### src/rtl/jfa_pkg.sv
package jfa_pkg;

    localparam int SMP_W = 16;

    typedef enum logic [2:0] {
        MD_2X_QUAD    = 3'd0,
        MD_2X_DUAL    = 3'd1,
        MD_4X_DUAL    = 3'd2,
        MD_4X_IQ_DUAL = 3'd3,
        MD_4X_IQ_QUAD = 3'd4,
        MD_4X_SHARE   = 3'd5
    } lmfs_mode_e;

    typedef enum logic {
        ST_IDLE = 1'b0,
        ST_SEND = 1'b1
    } fsm_e;

    // Unsupported codes fold onto the four-lane 2x layout.
    function automatic lmfs_mode_e decode_mode(input logic [2:0] code);
        case (code)
            3'd1:    return MD_2X_DUAL;
            3'd2:    return MD_4X_DUAL;
            3'd3:    return MD_4X_IQ_DUAL;
            3'd4:    return MD_4X_IQ_QUAD;
            3'd5:    return MD_4X_SHARE;
            default: return MD_2X_QUAD;
        endcase
    endfunction

    // Index of the final octet of a frame: F-1.
    function automatic logic [1:0] last_octet(input lmfs_mode_e m);
        case (m)
            MD_2X_DUAL, MD_4X_IQ_DUAL, MD_4X_SHARE: return 2'd3;
            default:                                return 2'd1;
        endcase
    endfunction

endpackage

### src/rtl/jfa_ctrl.sv
module jfa_ctrl
    import jfa_pkg::*;
(
    input  logic       clk,
    input  logic       rst_n,
    input  logic [2:0] mode_sel,
    input  logic       smp_valid,
    output logic       smp_ready,
    output logic       load,
    output logic       active,
    output logic [1:0] octet_idx,
    output lmfs_mode_e mode_q,
    output logic       frame_start
);

    fsm_e       state_q, state_d;
    logic [1:0] idx_q, idx_d;
    logic       last_hit;

    assign last_hit  = (state_q == ST_SEND) && (idx_q == last_octet(mode_q));
    assign smp_ready = (state_q == ST_IDLE) || last_hit;
    assign load      = smp_valid && smp_ready;

    always_comb begin
        state_d = state_q;
        idx_d   = 2'd0;
        unique case (state_q)
            ST_IDLE: begin
                if (load) state_d = ST_SEND;           // T_START
            end
            ST_SEND: begin
                if (last_hit) begin
                    state_d = load ? ST_SEND : ST_IDLE; // T_CHAIN / T_DRAIN
                end else begin
                    idx_d = idx_q + 2'd1;
                end
            end
        endcase
    end

    always_ff @(posedge clk) begin
        if (!rst_n) begin
            state_q <= ST_IDLE;
            idx_q   <= 2'd0;
            mode_q  <= MD_2X_QUAD;
        end else begin
            state_q <= state_d;
            idx_q   <= idx_d;
            if (state_q == ST_IDLE) mode_q <= decode_mode(mode_sel);
        end
    end

    always_comb begin
        active      = (state_q == ST_SEND);
        octet_idx   = idx_q;
        frame_start = (state_q == ST_SEND) && (idx_q == 2'd0);
    end

    assert_sof_after_accept_R9: assert property (@(posedge clk) disable iff (!rst_n)
        load |=> frame_start);

    assert_mode_hold_R11: assert property (@(posedge clk) disable iff (!rst_n)
        (state_q == ST_SEND) |=> $stable(mode_q));

    assert_no_ready_midframe_R10: assert property (@(posedge clk) disable iff (!rst_n)
        (frame_start && last_octet(mode_q) == 2'd3) |-> !smp_ready);

endmodule

### src/rtl/jfa_sample_buf.sv
module jfa_sample_buf
    import jfa_pkg::*;
(
    input  logic             clk,
    input  logic             rst_n,
    input  logic             load,
    input  logic [SMP_W-1:0] a_first,
    input  logic [SMP_W-1:0] a_second,
    input  logic [SMP_W-1:0] b_first,
    input  logic [SMP_W-1:0] b_second,
    output logic [SMP_W-1:0] a0_q,
    output logic [SMP_W-1:0] a1_q,
    output logic [SMP_W-1:0] b0_q,
    output logic [SMP_W-1:0] b1_q
);

    always_ff @(posedge clk) begin
        if (!rst_n) begin
            a0_q <= '0;
            a1_q <= '0;
            b0_q <= '0;
            b1_q <= '0;
        end else if (load) begin
            a0_q <= a_first;
            a1_q <= a_second;
            b0_q <= b_first;
            b1_q <= b_second;
        end
    end

endmodule

### src/rtl/jfa_lane_map.sv
module jfa_lane_map
    import jfa_pkg::*;
#(
    parameter int LANES_PER_CH = 4
) (
    input  logic                       clk,
    input  logic                       rst_n,
    input  lmfs_mode_e                 mode_q,
    input  logic                       active,
    input  logic [1:0]                 octet_idx,
    input  logic [SMP_W-1:0]           a0_q,
    input  logic [SMP_W-1:0]           a1_q,
    input  logic [SMP_W-1:0]           b0_q,
    input  logic [SMP_W-1:0]           b1_q,
    output logic [2*LANES_PER_CH*8-1:0] lane_octet,
    output logic [2*LANES_PER_CH-1:0]   lane_vld
);

    localparam int NUM_LANES = 2 * LANES_PER_CH;

    for (genvar g = 0; g < NUM_LANES; g++) begin : g_lane
        localparam int CH  = g / LANES_PER_CH;
        localparam int POS = g % LANES_PER_CH;

        logic [SMP_W-1:0] w_first, w_second, word;
        logic             used;

        assign w_first  = (CH == 0) ? a0_q : b0_q;
        assign w_second = (CH == 0) ? a1_q : b1_q;

        always_comb begin
            word = '0;
            used = 1'b0;
            case (mode_q)
                MD_2X_QUAD, MD_4X_IQ_QUAD: begin
                    if (POS == 1) begin word = w_first;  used = 1'b1; end
                    if (POS == 0) begin word = w_second; used = 1'b1; end
                end
                MD_2X_DUAL, MD_4X_IQ_DUAL: begin
                    if (POS == 1) begin
                        word = octet_idx[1] ? w_second : w_first;
                        used = 1'b1;
                    end
                end
                MD_4X_DUAL: begin
                    if (POS == 1) begin word = w_first; used = 1'b1; end
                end
                MD_4X_SHARE: begin
                    if (CH == 0 && POS == 1) begin
                        word = octet_idx[1] ? b0_q : a0_q;
                        used = 1'b1;
                    end
                end
                default: begin
                    word = '0;
                    used = 1'b0;
                end
            endcase
        end

        assign lane_vld[g]           = active && used;
        assign lane_octet[g*8 +: 8] = lane_vld[g] ? (octet_idx[0] ? word[7:0] : word[15:8]) : 8'h00;

        if (POS >= 2) begin : g_upper
            assert_upper_lane_idle_R8: assert property (@(posedge clk) disable iff (!rst_n)
                !lane_vld[g]);
        end
    end

    assert_share_one_lane_R7: assert property (@(posedge clk) disable iff (!rst_n)
        (active && mode_q == MD_4X_SHARE) |-> ($countones(lane_vld) == 1));

endmodule

### src/rtl/jfa_frame_assembler.sv
module jfa_frame_assembler
    import jfa_pkg::*;
#(
    parameter int LANES_PER_CH = 4
) (
    input  logic                        clk,
    input  logic                        rst_n,
    input  logic [2:0]                  mode_sel,
    input  logic                        smp_valid,
    output logic                        smp_ready,
    input  logic [15:0]                 a_first,
    input  logic [15:0]                 a_second,
    input  logic [15:0]                 b_first,
    input  logic [15:0]                 b_second,
    output logic [2*LANES_PER_CH*8-1:0] lane_octet,
    output logic [2*LANES_PER_CH-1:0]   lane_vld,
    output logic                        frame_start
);

    logic             load, active;
    logic [1:0]       octet_idx;
    lmfs_mode_e       mode_q;
    logic [SMP_W-1:0] a0_q, a1_q, b0_q, b1_q;

    jfa_ctrl u_ctrl (
        .clk        (clk),
        .rst_n      (rst_n),
        .mode_sel   (mode_sel),
        .smp_valid  (smp_valid),
        .smp_ready  (smp_ready),
        .load       (load),
        .active     (active),
        .octet_idx  (octet_idx),
        .mode_q     (mode_q),
        .frame_start(frame_start)
    );

    jfa_sample_buf u_buf (
        .clk     (clk),
        .rst_n   (rst_n),
        .load    (load),
        .a_first (a_first),
        .a_second(a_second),
        .b_first (b_first),
        .b_second(b_second),
        .a0_q    (a0_q),
        .a1_q    (a1_q),
        .b0_q    (b0_q),
        .b1_q    (b1_q)
    );

    jfa_lane_map #(.LANES_PER_CH(LANES_PER_CH)) u_map (
        .clk       (clk),
        .rst_n     (rst_n),
        .mode_q    (mode_q),
        .active    (active),
        .octet_idx (octet_idx),
        .a0_q      (a0_q),
        .a1_q      (a1_q),
        .b0_q      (b0_q),
        .b1_q      (b1_q),
        .lane_octet(lane_octet),
        .lane_vld  (lane_vld)
    );

    assert_sof_on_lane_R9: assert property (@(posedge clk) disable iff (!rst_n)
        frame_start |-> (lane_vld != '0));

endmodule

### config.mk
export PLATFORM = sky130hd
export DESIGN_NAME = jfa_frame_assembler
export DESIGN_NICKNAME = d
export VERILOG_FILES = /design/src/rtl/jfa_pkg.sv /design/src/rtl/jfa_ctrl.sv /design/src/rtl/jfa_sample_buf.sv /design/src/rtl/jfa_lane_map.sv /design/src/rtl/jfa_frame_assembler.sv
export SDC_FILE = /design/constraint.sdc
export NUM_CORES = 1
export LEC_CHECK = 0
export BUFFER_PORTS_ARGS = -buffer_cell sky130_fd_sc_hd__buf_2
export CAP_MARGIN = 20
export CORE_MARGIN = 3
export CORE_UTILIZATION = 35
export DETAILED_ROUTE_END_ITERATION = 16
export PLACE_DENSITY = 0.67
export SLEW_MARGIN = 20
export SYNTH_ARGS = -nofsm -noshare
export SYNTH_HDL_FRONTEND = slang
export SYNTH_SLANG_ARGS = --single-unit
### constraint.sdc
create_clock -name clk -period 1.8 [get_ports clk]
set_clock_uncertainty 0.1 [all_clocks]
set_input_delay 0.09 -clock clk [delete_from_list [all_inputs] [get_ports clk]]
set_output_delay 0.09 -clock clk [all_outputs]
set_load 0.05 [all_outputs]
==> results of run 1 <==
metrics by stage:
step,hold WS [ps],setup TNS [ps],total power [mW],instances,setup WS (ps)
floorplan,114,-42.7,2.54,494,-42.7
global placement,236,0,2.70,690,110
detailed placement,239,0,2.71,690,35.9
CTS,39.4,-2490,4.53,778,-166
global route,58.4,-3820,4.76,781,-242
finish,63.7,-2610,4.59,781,-190
worst max path at each step:
stage,from,end,slack (ps),cells after the start
after global routing,u_ctrl.octet_idx[0],lane_octet[47],-240,6
final,u_ctrl.octet_idx[0],lane_octet[41],-190,6
after CTS,u_ctrl.octet_idx[0],lane_octet[45],-170,6
after global placement,u_ctrl.octet_idx[0],lane_octet[42],110,6
after detailed placement,u_ctrl.mode_q[0],u_buf.b0_q[9],40,5
after floorplan,u_ctrl.mode_q[0],lane_octet[45],-40,6
worst register-to-register path, cell delays in order, from the launching register on:
cell and delay [ps]:
dfxtp_4 400, a21boi_4 200, xnor2_2 130, a31oi_4 290, buf_12 280, mux2i_1 250
sequential cells by signal (all words and copies together) (netlist names):
| signal | cells |
|---|---|
| u_buf.a0_q | 16 |
| u_buf.a1_q | 16 |
| u_buf.b0_q | 16 |
| u_buf.b1_q | 16 |
| u_ctrl.mode_q | 3 |
| u_ctrl.octet_idx | 2 |
| u_ctrl.active | 1 |
metal layers:
| metal | track usage | vias up | routed length (um) |
|---|---|---|---|
| li1 | - | 1805 | - |
| met1 | 0.220 | 1723 | 5120 |
| met2 | 0.335 | 116 | 6330 |
| met3 | 0.0442 | 30 | 594 |
| met4 | 0.0770 | 0 | 361 |
| met5 | 0 | - | 0 |
layout make-up:
cell class                 instances  area (um2)
clock buffer                       9         124
clock inverter                     7         121
fill                             895        4480
inverter                           6        26.3
multi-input combinational        351        2440
sequential                        70        1420
tap                              136         170
timing repair buffer             202        1780
repair_timing:
| item | CTS | global route |
|---|---|---|
| endpoints found under the setup margin | 29 | 37 |
| pin swaps | 14 | 15 |
| resized for setup | 97 | 53 |
| endpoints found under the hold margin | 67 | 0 |
| cloned | 3 | 2 |
| hold buffers | 67 | 0 |
| buffers inserted | 3 | 2 |
cell families (layout without fill, tap and decap cells):
logic type / count (synthesis) / after routing
adders and majority gates: 1 / 1
muxes: 96 / 96
xor gates and xnor gates: 1 / 1
and+or+nand+nor: 183 / 184
AOI/OAI and AO/OA: 33 / 33
other: 1 / 36
buffers and inverters: 74 / 224
DFF: 70 / 70
cells in the mapped netlist (all sizes together):
master	number	area (um2)
ha	1	12.5
clkbuf	19	71.3
nand4b	1	8.76
nor3b	1	7.51
a22o	1	8.76
o21ai	2	10.0
o21a	8	60.1
a21boi	2	18.8
clkinv	1	3.75
and3	2	12.5
nor2b	3	18.8
nand2	138	518
or2	1	6.26
and4	1	8.76
a22oi	1	7.51
mux2	1	11.3
conb	1	3.75
dfxtp	70	1400
inv	5	18.8
nor2	34	128
a21oi	2	10.0
buf	49	434
a31oi	1	6.26
and2	2	12.5
mux2i	95	951
o22ai	8	50.1
xnor2	1	8.76
o22a	8	70.1
power breakdown:
group	leakage [nW]	switching, mW	internal, mW
Sequential	0.579	0.0991	1.66
Combinational	2.02	0.715	0.540
Clock	0.124	0.650	0.927
Total	2.73	1.46	3.13
==> reports/summary.txt, run 1 <==
Status - finished with violations
Failing checks - negative setup slack
Clk Tree Root Cell - clkbuf_8
Reg2reg start - u_ctrl.mode_q[0]
Simple-gate share of the synthesized area - 0.186
Clk_lat worst skew - 360 ps
CP Launch Type - flip-flop
Compound-cell area share of the yosys netlist - 0.0623
Maximum vdd ir drop - 0.436 mV
FF-to-FF path depth - 5
Register bit total from synthesis - 70
Share of layout cells above drive strength 1 - 0.333
Core area - 10600 um2
IO Pins - 144
Final slew viol count - 0
Commonest cells after routing, fill and taps aside - nand2_1, buf_2, mux2i_1, dlygate4sd3_1, dfxtp_1
Mux contribution to synthesized area - 0.248
Clock sink count - 70
Initial Utilization - 0.367
Final wirelength - 12.4 mm
Critical path's top delay family - buffers and inverters
Initial antenna violation count - 0
Tmin final - 1990 ps
Critical Path, Cell by Cell - buf_12, buf_12, mux2i_4, o22a_1, nor2_2, buf_6
HPWL after detailed placement - 7.65 mm
F_max - 502 MHz
Num CTS Buffers - 9
Clock-pin slew on the worst setup and hold paths - 80 ps
Register area share after synthesis - 0.361
Area Overhead vs Synth - 56.7%
Final Wtd Congestion - 0.876
Fin area - 6080 um2
Number of max-cap violations - 0
Grt ovf - 0
CP required - 1610 ps
Drt via density - 4.70
Post-Syn Area per Cell - 8.45 um2
First-pass GRT wire length - 19.0 mm
Synth Instances - 459
Endpoints failing setup - 20
PwrDens - 755 nW/um2
Post-Syn Area - 3880 um2
Post-DP Area - 4480 um2
WHS Endpoint - u_buf.b1_q[4]
Die footprint - 12400 um2
R2R Path End - u_buf.a1_q[14]
Final Hold Vio Count - 0
Chip height - 111 um
All-Layer GR Usage - 0.190
Via count - 3674
Critical Path AT - 1800 ps
CP peak stage delay - 380 ps
RSZ-0062 raised after global routing - true
DRT iter0 DRCs - 236
DR WL/cell - 15.9 um
YS warnings - 0
DRT antenna net count - 0
Largest net degree at the start of global routing - 60
Row cnt - 37
CTS max path bufs - 2
Final Cycle Share - 1.11
Worst setup EP type - output port
Number of diodes - 0
Crit path top cell by count - buf_12
Vias in the first global route - 3814
WS Path Type - flip-flop to output port
DRC viols - 0
Number of buffers and inverters on the critical path - 3
Setup WS post-layout - -190 ps
Htree depth - 3
Pleak - 2.73 nW
Hold_sp - rst_n
Port bufs - 107
Final net count - 711
TritonCTS clock tree - yes
Yosys cell types - 32
First drt pass iteration count - 4
Hold Crit Depth - 3
Most common cell after layout, fill and taps aside - nand2_1
Chip width - 111 um
Xor and xnor area share after synthesis - 0.00226
R2r setup slk - 80 ps
Worst-path fanout max - 7
Largest family of logic cells by synthesized area - multiplexers
Final core occ - 0.576
Worst hold path class - input pin to flip-flop
Area share of fa/ha/maj cells after synthesis - 0.00323
Critical-path top delay cell - dfxtp_4
Note: power is estimated with default switching activity, not from simulation.
==> run 2, diff against run 1 <==
--- a/config.mk
+++ b/config.mk
@@ -7,6 +7,7 @@
 export LEC_CHECK = 0
 export BUFFER_PORTS_ARGS = -buffer_cell sky130_fd_sc_hd__buf_2
 export CAP_MARGIN = 20
+export CORE_ASPECT_RATIO = 1.2
 export CORE_MARGIN = 3
 export CORE_UTILIZATION = 35
 export DETAILED_ROUTE_END_ITERATION = 16
@@ -14,4 +15,5 @@
 export SLEW_MARGIN = 20
 export SYNTH_ARGS = -nofsm -noshare
 export SYNTH_HDL_FRONTEND = slang
+export SYNTH_HIERARCHICAL = 1
 export SYNTH_SLANG_ARGS = --single-unit
==> run 2 against run 1 <==
Net effect:
- the flow still finishes with violations (negative setup slack)
- wire length is 13% higher
- synthesized cell count is 8.1% lower
- maximum frequency grew 4.0%
- count of clock-buffer cells in the layout rose by 4
- non-clock buffer count rose by 12
- utilization increased by 1.3 points
- sequential power about the same
- worst hold slack lost 16 ps
- first-iteration DRC count fell by 21%
- final cell count down 0.38%
- final area up 8.0%
- highest routed layer unchanged
==> reports/summary.txt, run 2 <==
DRC viols - 0 (unchanged)
Post-synth ARST share - 0 (unchanged)
Synth Instances - 422 (-8.1%)
First drt pass iteration count - 4 (unchanged)
Final wirelength - 14.0 mm (+13%)
Clk Tree Root Cell - clkbuf_16
Setup WS post-layout - -113 ps (+77.3 ps)
EDFF count, synth - 0 (unchanged)
Reg2reg start - u_ctrl/mode_q[0]
Area Overhead vs Synth - 63.1%
Clk_lat worst skew - 330 ps (-30 ps)
Chip height - 123 um (+11%)
Pleak - 2.73 nW (about the same)
Share of layout cells above drive strength 1 - 0.399 (+0.0657)
Area occupied by multi-input gates - 2630 um2 (+7.7%)
Post-DP Area - 4710 um2 (+5.3%)
Fin area - 6560 um2 (+8.0%)
Final Wtd Congestion - 0.852 (-2.8%)
DRT iter0 DRCs - 186 (-21%)
Endpoints failing setup - 36 (+80%)
Met2 Use GR - 0.346 (+0.0106)
Hold Crit Depth - 3 (unchanged)
WS Path Type - flip-flop to output port
YS warnings - 6 (+6)
Commonest cells after routing, fill and taps aside - mux2i_1, buf_2, dlygate4sd3_1, nor2b_1, dfxtp_1
WHS Endpoint - u_ctrl/active
Die footprint - 12800 um2 (+3.6%)
Number of max-cap violations - 0 (unchanged)
Worst-path fanout max - 6 (-1)
DRT antenna net count - 0 (unchanged)
GR Util met1 - 0.231 (+0.0104)
Row cnt - 42 (+14%)
Synth top cells by count - mux2i_1, dfxtp_1, nor2b_1
CP Launch Type - flip-flop
Hold slack - 47.8 ps (-15.9 ps)
Drt via density - 4.86 (+3.2%)
F_max - 523 MHz (+4.0%)
Port bufs - 107 (unchanged)
Post-synth top area share - 0.348 (-0.0131)
Num CTS Buffers - 9 (unchanged)
PwrDens - 748 nW/um2 (-0.96%)
Critical-path top delay cell - dfxtp_4
Clock sink count - 70 (unchanged)
IO Pins - 144 (unchanged)
Critical Path, Cell by Cell - buf_8, buf_8, mux2_4, o211ai_1, a21oi_2, buf_6
Maximum vdd ir drop - 0.478 mV (+9.8%)
Initial antenna violation count - 0 (unchanged)
CP required - 1610 ps (about the same)
Slew headroom - 0.643
Htree depth - 3 (unchanged)
Register bit total from synthesis - 70 (unchanged)
Grt ovf - 0 (unchanged)
Cell with the most instances after synthesis - mux2i_1
Number of diodes - 0 (unchanged)
Largest net degree at the start of global routing - 35 (-42%)
Clock-pin slew on the worst setup and hold paths - 60 ps (-20 ps)
Most common cell after layout, fill and taps aside - mux2i_1
Status - finished with violations
Crit path top cell by count - buf_8
Chip width - 104 um (-6.6%)
Post-Syn Area per Cell - 9.54 um2 (+13%)
Final Cycle Share - 1.06 (-0.0429)
Register area - 1420 um2 (about the same)
DR WL/cell - 17.9 um (+13%)
CP peak stage delay - 370 ps (about the same)
Ys flop type - dfxtp_1
First-pass GRT wire length - 19.6 mm (+3.3%)
Synth top area cells - dfxtp_1, mux2i_1, nor2b_1, buf_4, mux2_2
Met3 usage - 0.0433 (-0.000872)
Failing checks - negative setup slack
HPWL after detailed placement - 8.42 mm (+10%)
Hold_sp - smp_valid
Worst hold path class - input pin to flip-flop
RSZ-0062 raised after global routing - true
Tmin final - 1910 ps (-77.3 ps)
Initial Utilization - 0.361 (-0.00617)
All-Layer GR Usage - 0.193 (+0.00321)
R2r setup slk - -30 ps (-110 ps)
GR peak layer - met2
Critical Path AT - 1720 ps (-80 ps)
Synth area leader - dfxtp_1
Yosys cell types - 40 (+25%)
Slew @ Worst Pin - 536 ps
Final slew viol count - 0 (unchanged)
Via count - 3778 (+2.8%)
Vias in the first global route - 3751 (-1.7%)
Register area share after synthesis - 0.348 (-0.0131)
Final net count - 690 (-3.0%)
Final Hold Vio Count - 0 (unchanged)
Fillers - 899 (+0.45%)
Worst setup EP type - output port
FF-to-FF path depth - 7 (+2)
CTS max path bufs - 2 (unchanged)
Post-Syn Area - 4030 um2 (+3.8%)
Core area - 11100 um2 (+5.5%)
R2R Path End - u_buf/b1_q[14]
TritonCTS clock tree - yes
## run 2: logic make-up after synthesis
group | after synthesis | share of synthesized area
fa+ha+maj | 1 | 0.00311
buf+inv | 70 | 0.124
flops | 70 | 0.348
other cells | 1 | 0.000932
compound gates | 45 | 0.0839
mux | 103 | 0.260
simple gates | 132 | 0.180
## run 2: what timing repair did
| action | CTS | global route |
|---|---|---|
| setup endpoints to repair | 101 | 84 |
| pin swaps | 23 | 22 |
| endpoints found under the hold margin | 66 | 0 |
| gates cloned | 3 | 8 |
| setup buffers | 4 | 1 |
| hold buffers | 66 | 0 |
| gates resized for setup | 103 | 80 |
## run 2: worst max-delay path by stage
stage                         from        endpoint  slack, ps  depth (start not counted)
2_1_floorplan  u_ctrl/octet_idx[0]   lane_octet[5]         -4                          5
3_3_place_gp   u_ctrl/octet_idx[1]  lane_octet[15]          7                          5
3_5_place_dp      u_ctrl/mode_q[0]   u_buf/a0_q[3]        -80                          6
4_1_cts           u_ctrl/mode_q[2]  lane_octet[14]       -110                          6
5_1_grt           u_ctrl/mode_q[1]  lane_octet[14]       -160                          6
6_report          u_ctrl/mode_q[2]  lane_octet[15]       -110                          6
## run 2: metal layers
metal	part of all wire	wire length [um]
met1	0.40	5570
met2	0.53	7330
met3	0.051	716
met5	0	0
met4	0.024	340
## run 2: area by class of cell
class | count | share of cell area
Sequential cell | 70 | 0.216
Timing Repair Buffer | 214 | 0.304
Inverter | 6 | 0.00419
Tap cell | 154 | 0.0294
Clock inverter | 3 | 0.00648
Clock buffer | 13 | 0.0396
Multi-Input combinational cell | 318 | 0.401
## run 2: metrics by stage
step,total power [mW],std cells,util,TNS (ps),setup WS (ps)
CTS,4.76,769,0.547,-1210,-110
finish,4.91,778,0.589,-1840,-113
floorplan,2.57,457,-,-14.1,-3.80
detailed placement,2.75,680,0.423,-2460,-79.6
global placement,2.73,680,0.423,0,6.82
global route,5.10,778,0.589,-5780,-162
## run 2: report_power, final
group / switching (mW) / internal [mW]
logic: 0.746 / 0.615
clock network: 0.651 / 1.15
registers: 0.0979 / 1.65
total: 1.49 / 3.41
## run 2: worst max-delay path: cells and delay by family (launching register included)
kind | cells | cell delay, ps
compound gates | 2 | 290
buf+inv | 3 | 420
flops | 1 | 370
mux | 1 | 310
==> run 3, diff against run 2 <==
--- a/config.mk
+++ b/config.mk
@@ -5,13 +5,14 @@
 export SDC_FILE = /design/constraint.sdc
 export NUM_CORES = 1
 export LEC_CHECK = 0
+export ABC_AREA = 1
 export BUFFER_PORTS_ARGS = -buffer_cell sky130_fd_sc_hd__buf_2
 export CAP_MARGIN = 20
 export CORE_ASPECT_RATIO = 1.2
 export CORE_MARGIN = 3
 export CORE_UTILIZATION = 35
 export DETAILED_ROUTE_END_ITERATION = 16
-export PLACE_DENSITY = 0.67
+export PLACE_DENSITY = 0.65
 export SLEW_MARGIN = 20
 export SYNTH_ARGS = -nofsm -noshare
 export SYNTH_HDL_FRONTEND = slang
==> run 3 against run 2 <==
Net effect:
- the run still ends with negative setup slack left
- clock power up 8%
- count of clock-buffer cells in the layout shrank 2
- sequential share of layout area down 1.7 points
- largest cell class unchanged
- critical endpoint is now lane_octet[10]
- critical path depth increased by 2
==> reports/summary.txt, run 3 <==
F_max - 533 MHz (+2.0%)
HPWL after detailed placement - 9.69 mm (+15%)
CTS max path bufs - 2 (unchanged)
Maximum vdd ir drop - 0.400 mV (-16%)
Final Cycle Share - 1.04 (-0.0204)
Critical path depth - 8 (+2)
DR WL/cell - 12.8 um (-28%)
Post-DP Area - 5400 um2 (+15%)
Number of diodes - 0 (unchanged)
Num CTS Buffers - 9 (unchanged)
Drt via density - 4.49 (-7.5%)
Clock-pin slew on the worst setup and hold paths - 60 ps (about the same)
CP peak stage delay - 350 ps (-20 ps)
Final Wtd Congestion - 0.928 (+9.0%)
First-pass GRT wire length - 22.5 mm (+15%)
Tmin final - 1880 ps (-36.6 ps)
Register area - 1410 um2 (-0.44%)
Die footprint - 14700 um2 (+14%)
Grt ovf - 0 (unchanged)
Largest net degree at the start of global routing - 33 (-5.7%)
Crit path from - u_ctrl/octet_idx[1]
DRT iter0 DRCs - 277 (+49%)
Share of layout cells above drive strength 1 - 0.246 (-0.153)
Via count - 5293 (+40%)
Clk_lat worst skew - 330 ps (about the same)
Ys flop type - dfxtp_1
Worst-path fanout max - 12 (+6)
Post-synth ARST share - 0 (unchanged)
Critical Path AT - 1690 ps (-30 ps)
DRC viols - 0 (unchanged)
Number of buffers and inverters on the critical path - 3 (unchanged)
Endpoints failing setup - 19 (-47%)
Worst hold path class - input pin to flip-flop
Synth area leader - dfxtp_1
Post-synth top area share - 0.302 (-0.0461)
Clk Tree Root Cell - clkbuf_16
PwrDens - 788 nW/um2 (+5.4%)
Number of max-cap violations - 0 (unchanged)
FF-to-FF path depth - 10 (+3)
CP Launch Type - flip-flop
Register bit total from synthesis - 70 (unchanged)
Final slew viol count - 0 (unchanged)
Fin area - 7110 um2 (+8.3%)
Row cnt - 45 (+7.1%)
Overall power - 5.60 mW (+14%)
Critical path's top delay family - simple AND/OR/NAND/NOR gates
Reg2reg start - u_ctrl/octet_idx[1]
TritonCTS clock tree - yes
Area Overhead vs Synth - 53.2%
Most common cell after layout, fill and taps aside - nand2_1
RSZ-0062 raised after global routing - true
Pre-CTS WS - 107 ps (+187 ps)
WS Path Type - flip-flop to output port
Synth Instances - 811 (+92%)
R2r setup slk - -20 ps (about the same)
Commonest cells after routing, fill and taps aside - nand2_1, nor2_1, inv_1, buf_2
R2R Path End - u_buf/b0_q[13]
Port bufs - 107 (unchanged)
First drt pass iteration count - 5 (+1)
Critical Path, Cell by Cell - buf_12, buf_6, or2_4, nand3_1, nand2_1, nor2_2, nor2_2, buf_6
DRT antenna net count - 0 (unchanged)
Core area - 12800 um2 (+15%)
CP required - 1610 ps (about the same)
Status - finished with violations
Critical-path top delay cell - dfxtp_4
Post-Syn Area per Cell - 5.72 um2 (-40%)
Fillers - 1215 (+35%)
Hold_sp - a_second[15]
Clock sink count - 70 (unchanged)
Failing checks - negative setup slack
Worst setup EP type - output port
Register area share after synthesis - 0.302 (-0.0461)
Yosys cell types - 24 (-40%)
Final wirelength - 15.1 mm (+8.3%)
Initial Utilization - 0.361 (about the same)
Synth top area cells - dfxtp_1, nand2_1, nor2_1, inv_1, buf_4
Final net count - 1081 (+57%)
Chip height - 132 um (+7.0%)
Pleak - 3.66 nW (+34%)
Initial antenna violation count - 0 (unchanged)
IO Pins - 144 (unchanged)
Htree depth - 3 (unchanged)
Chip width - 111 um (+6.9%)
Cell with the most instances after synthesis - nand2_1
YS warnings - 6 (unchanged)
Synth top cells by count - nand2_1, nor2_1, inv_1
Post-Syn Area - 4640 um2 (+15%)
Vias in the first global route - 4905 (+31%)
All-Layer GR Usage - 0.186 (-0.00752)
Area occupied by multi-input gates - 2570 um2 (-2.4%)
Final Hold Vio Count - 0 (unchanged)
Crit path to - lane_octet[10]
Hold slack - 1.26 ps (-46.5 ps)
Final core occ - 0.554 (-0.0355)
Setup WS post-layout - -76.5 ps (+36.6 ps)
EDFF count, synth - 0 (unchanged)
## run 3: worst reg2reg max path, cell delays in order, from the launching register on
cell and delay [ps]:
dfxtp_4 350, buf_4 140, inv_1 70, nand3_1 90, nand3_2 110, a21boi_4 310, buf_12 210, clkbuf_16 190
nand2_1 60, nand2_1 60, nor2_1 40
## run 3: how the worst min path moves through the flow
stage | end | depth (start not counted)
finish | u_buf/a1_q[15] | 5
floorplan | u_ctrl/active | 2
detailed placement | u_ctrl/active | 3
global placement | u_ctrl/active | 3
CTS | u_buf/b0_q[13] | 5
global route | u_buf/a1_q[15] | 5
## run 3: layer usage
metal,wire (um),GRT usage,up-vias
li1,-,-,2716
met1,6350,0.223,2337
met2,7420,0.327,218
met3,1080,0.0422,22
met4,274,0.0615,0
met5,0,0,-
## run 3: metrics by stage
stage          cells  TNS [ps]
2_1_floorplan    846      -736
3_3_place_gp    1078         0
3_5_place_dp    1078         0
4_1_cts         1166      -359
5_1_grt         1178     -5470
6_report        1178      -465
## run 3: what timing repair did
action,CTS,global route
cloned,1,9
pin swaps,10,14
endpoints found under the setup margin,34,50
setup buffers,6,3
hold buffers,66,0
resized for setup,83,40
endpoints found under the hold margin,65,0
## run 3: kinds of logic after synthesis
group / share of synthesized area
simple gates: 0.426
fa+ha+maj: 0.00270
flops: 0.302
compound gates: 0.0475
other cells: 0.000808
buf+inv: 0.221
## run 3: area by class of cell
class,count,share of cell area
clock buffers,11,0.0356
clock inverters,4,0.00986
inverters,128,0.0686
multi-input cells,574,0.361
flip-flops and latches,70,0.199
well taps,164,0.0289
repair buffers,227,0.297
## run 3: where the power goes
part           switching (mW)  internal, mW
Sequential              0.110          1.69
Combinational            1.11         0.737
Clock                   0.672          1.28
Total                    1.90          3.71
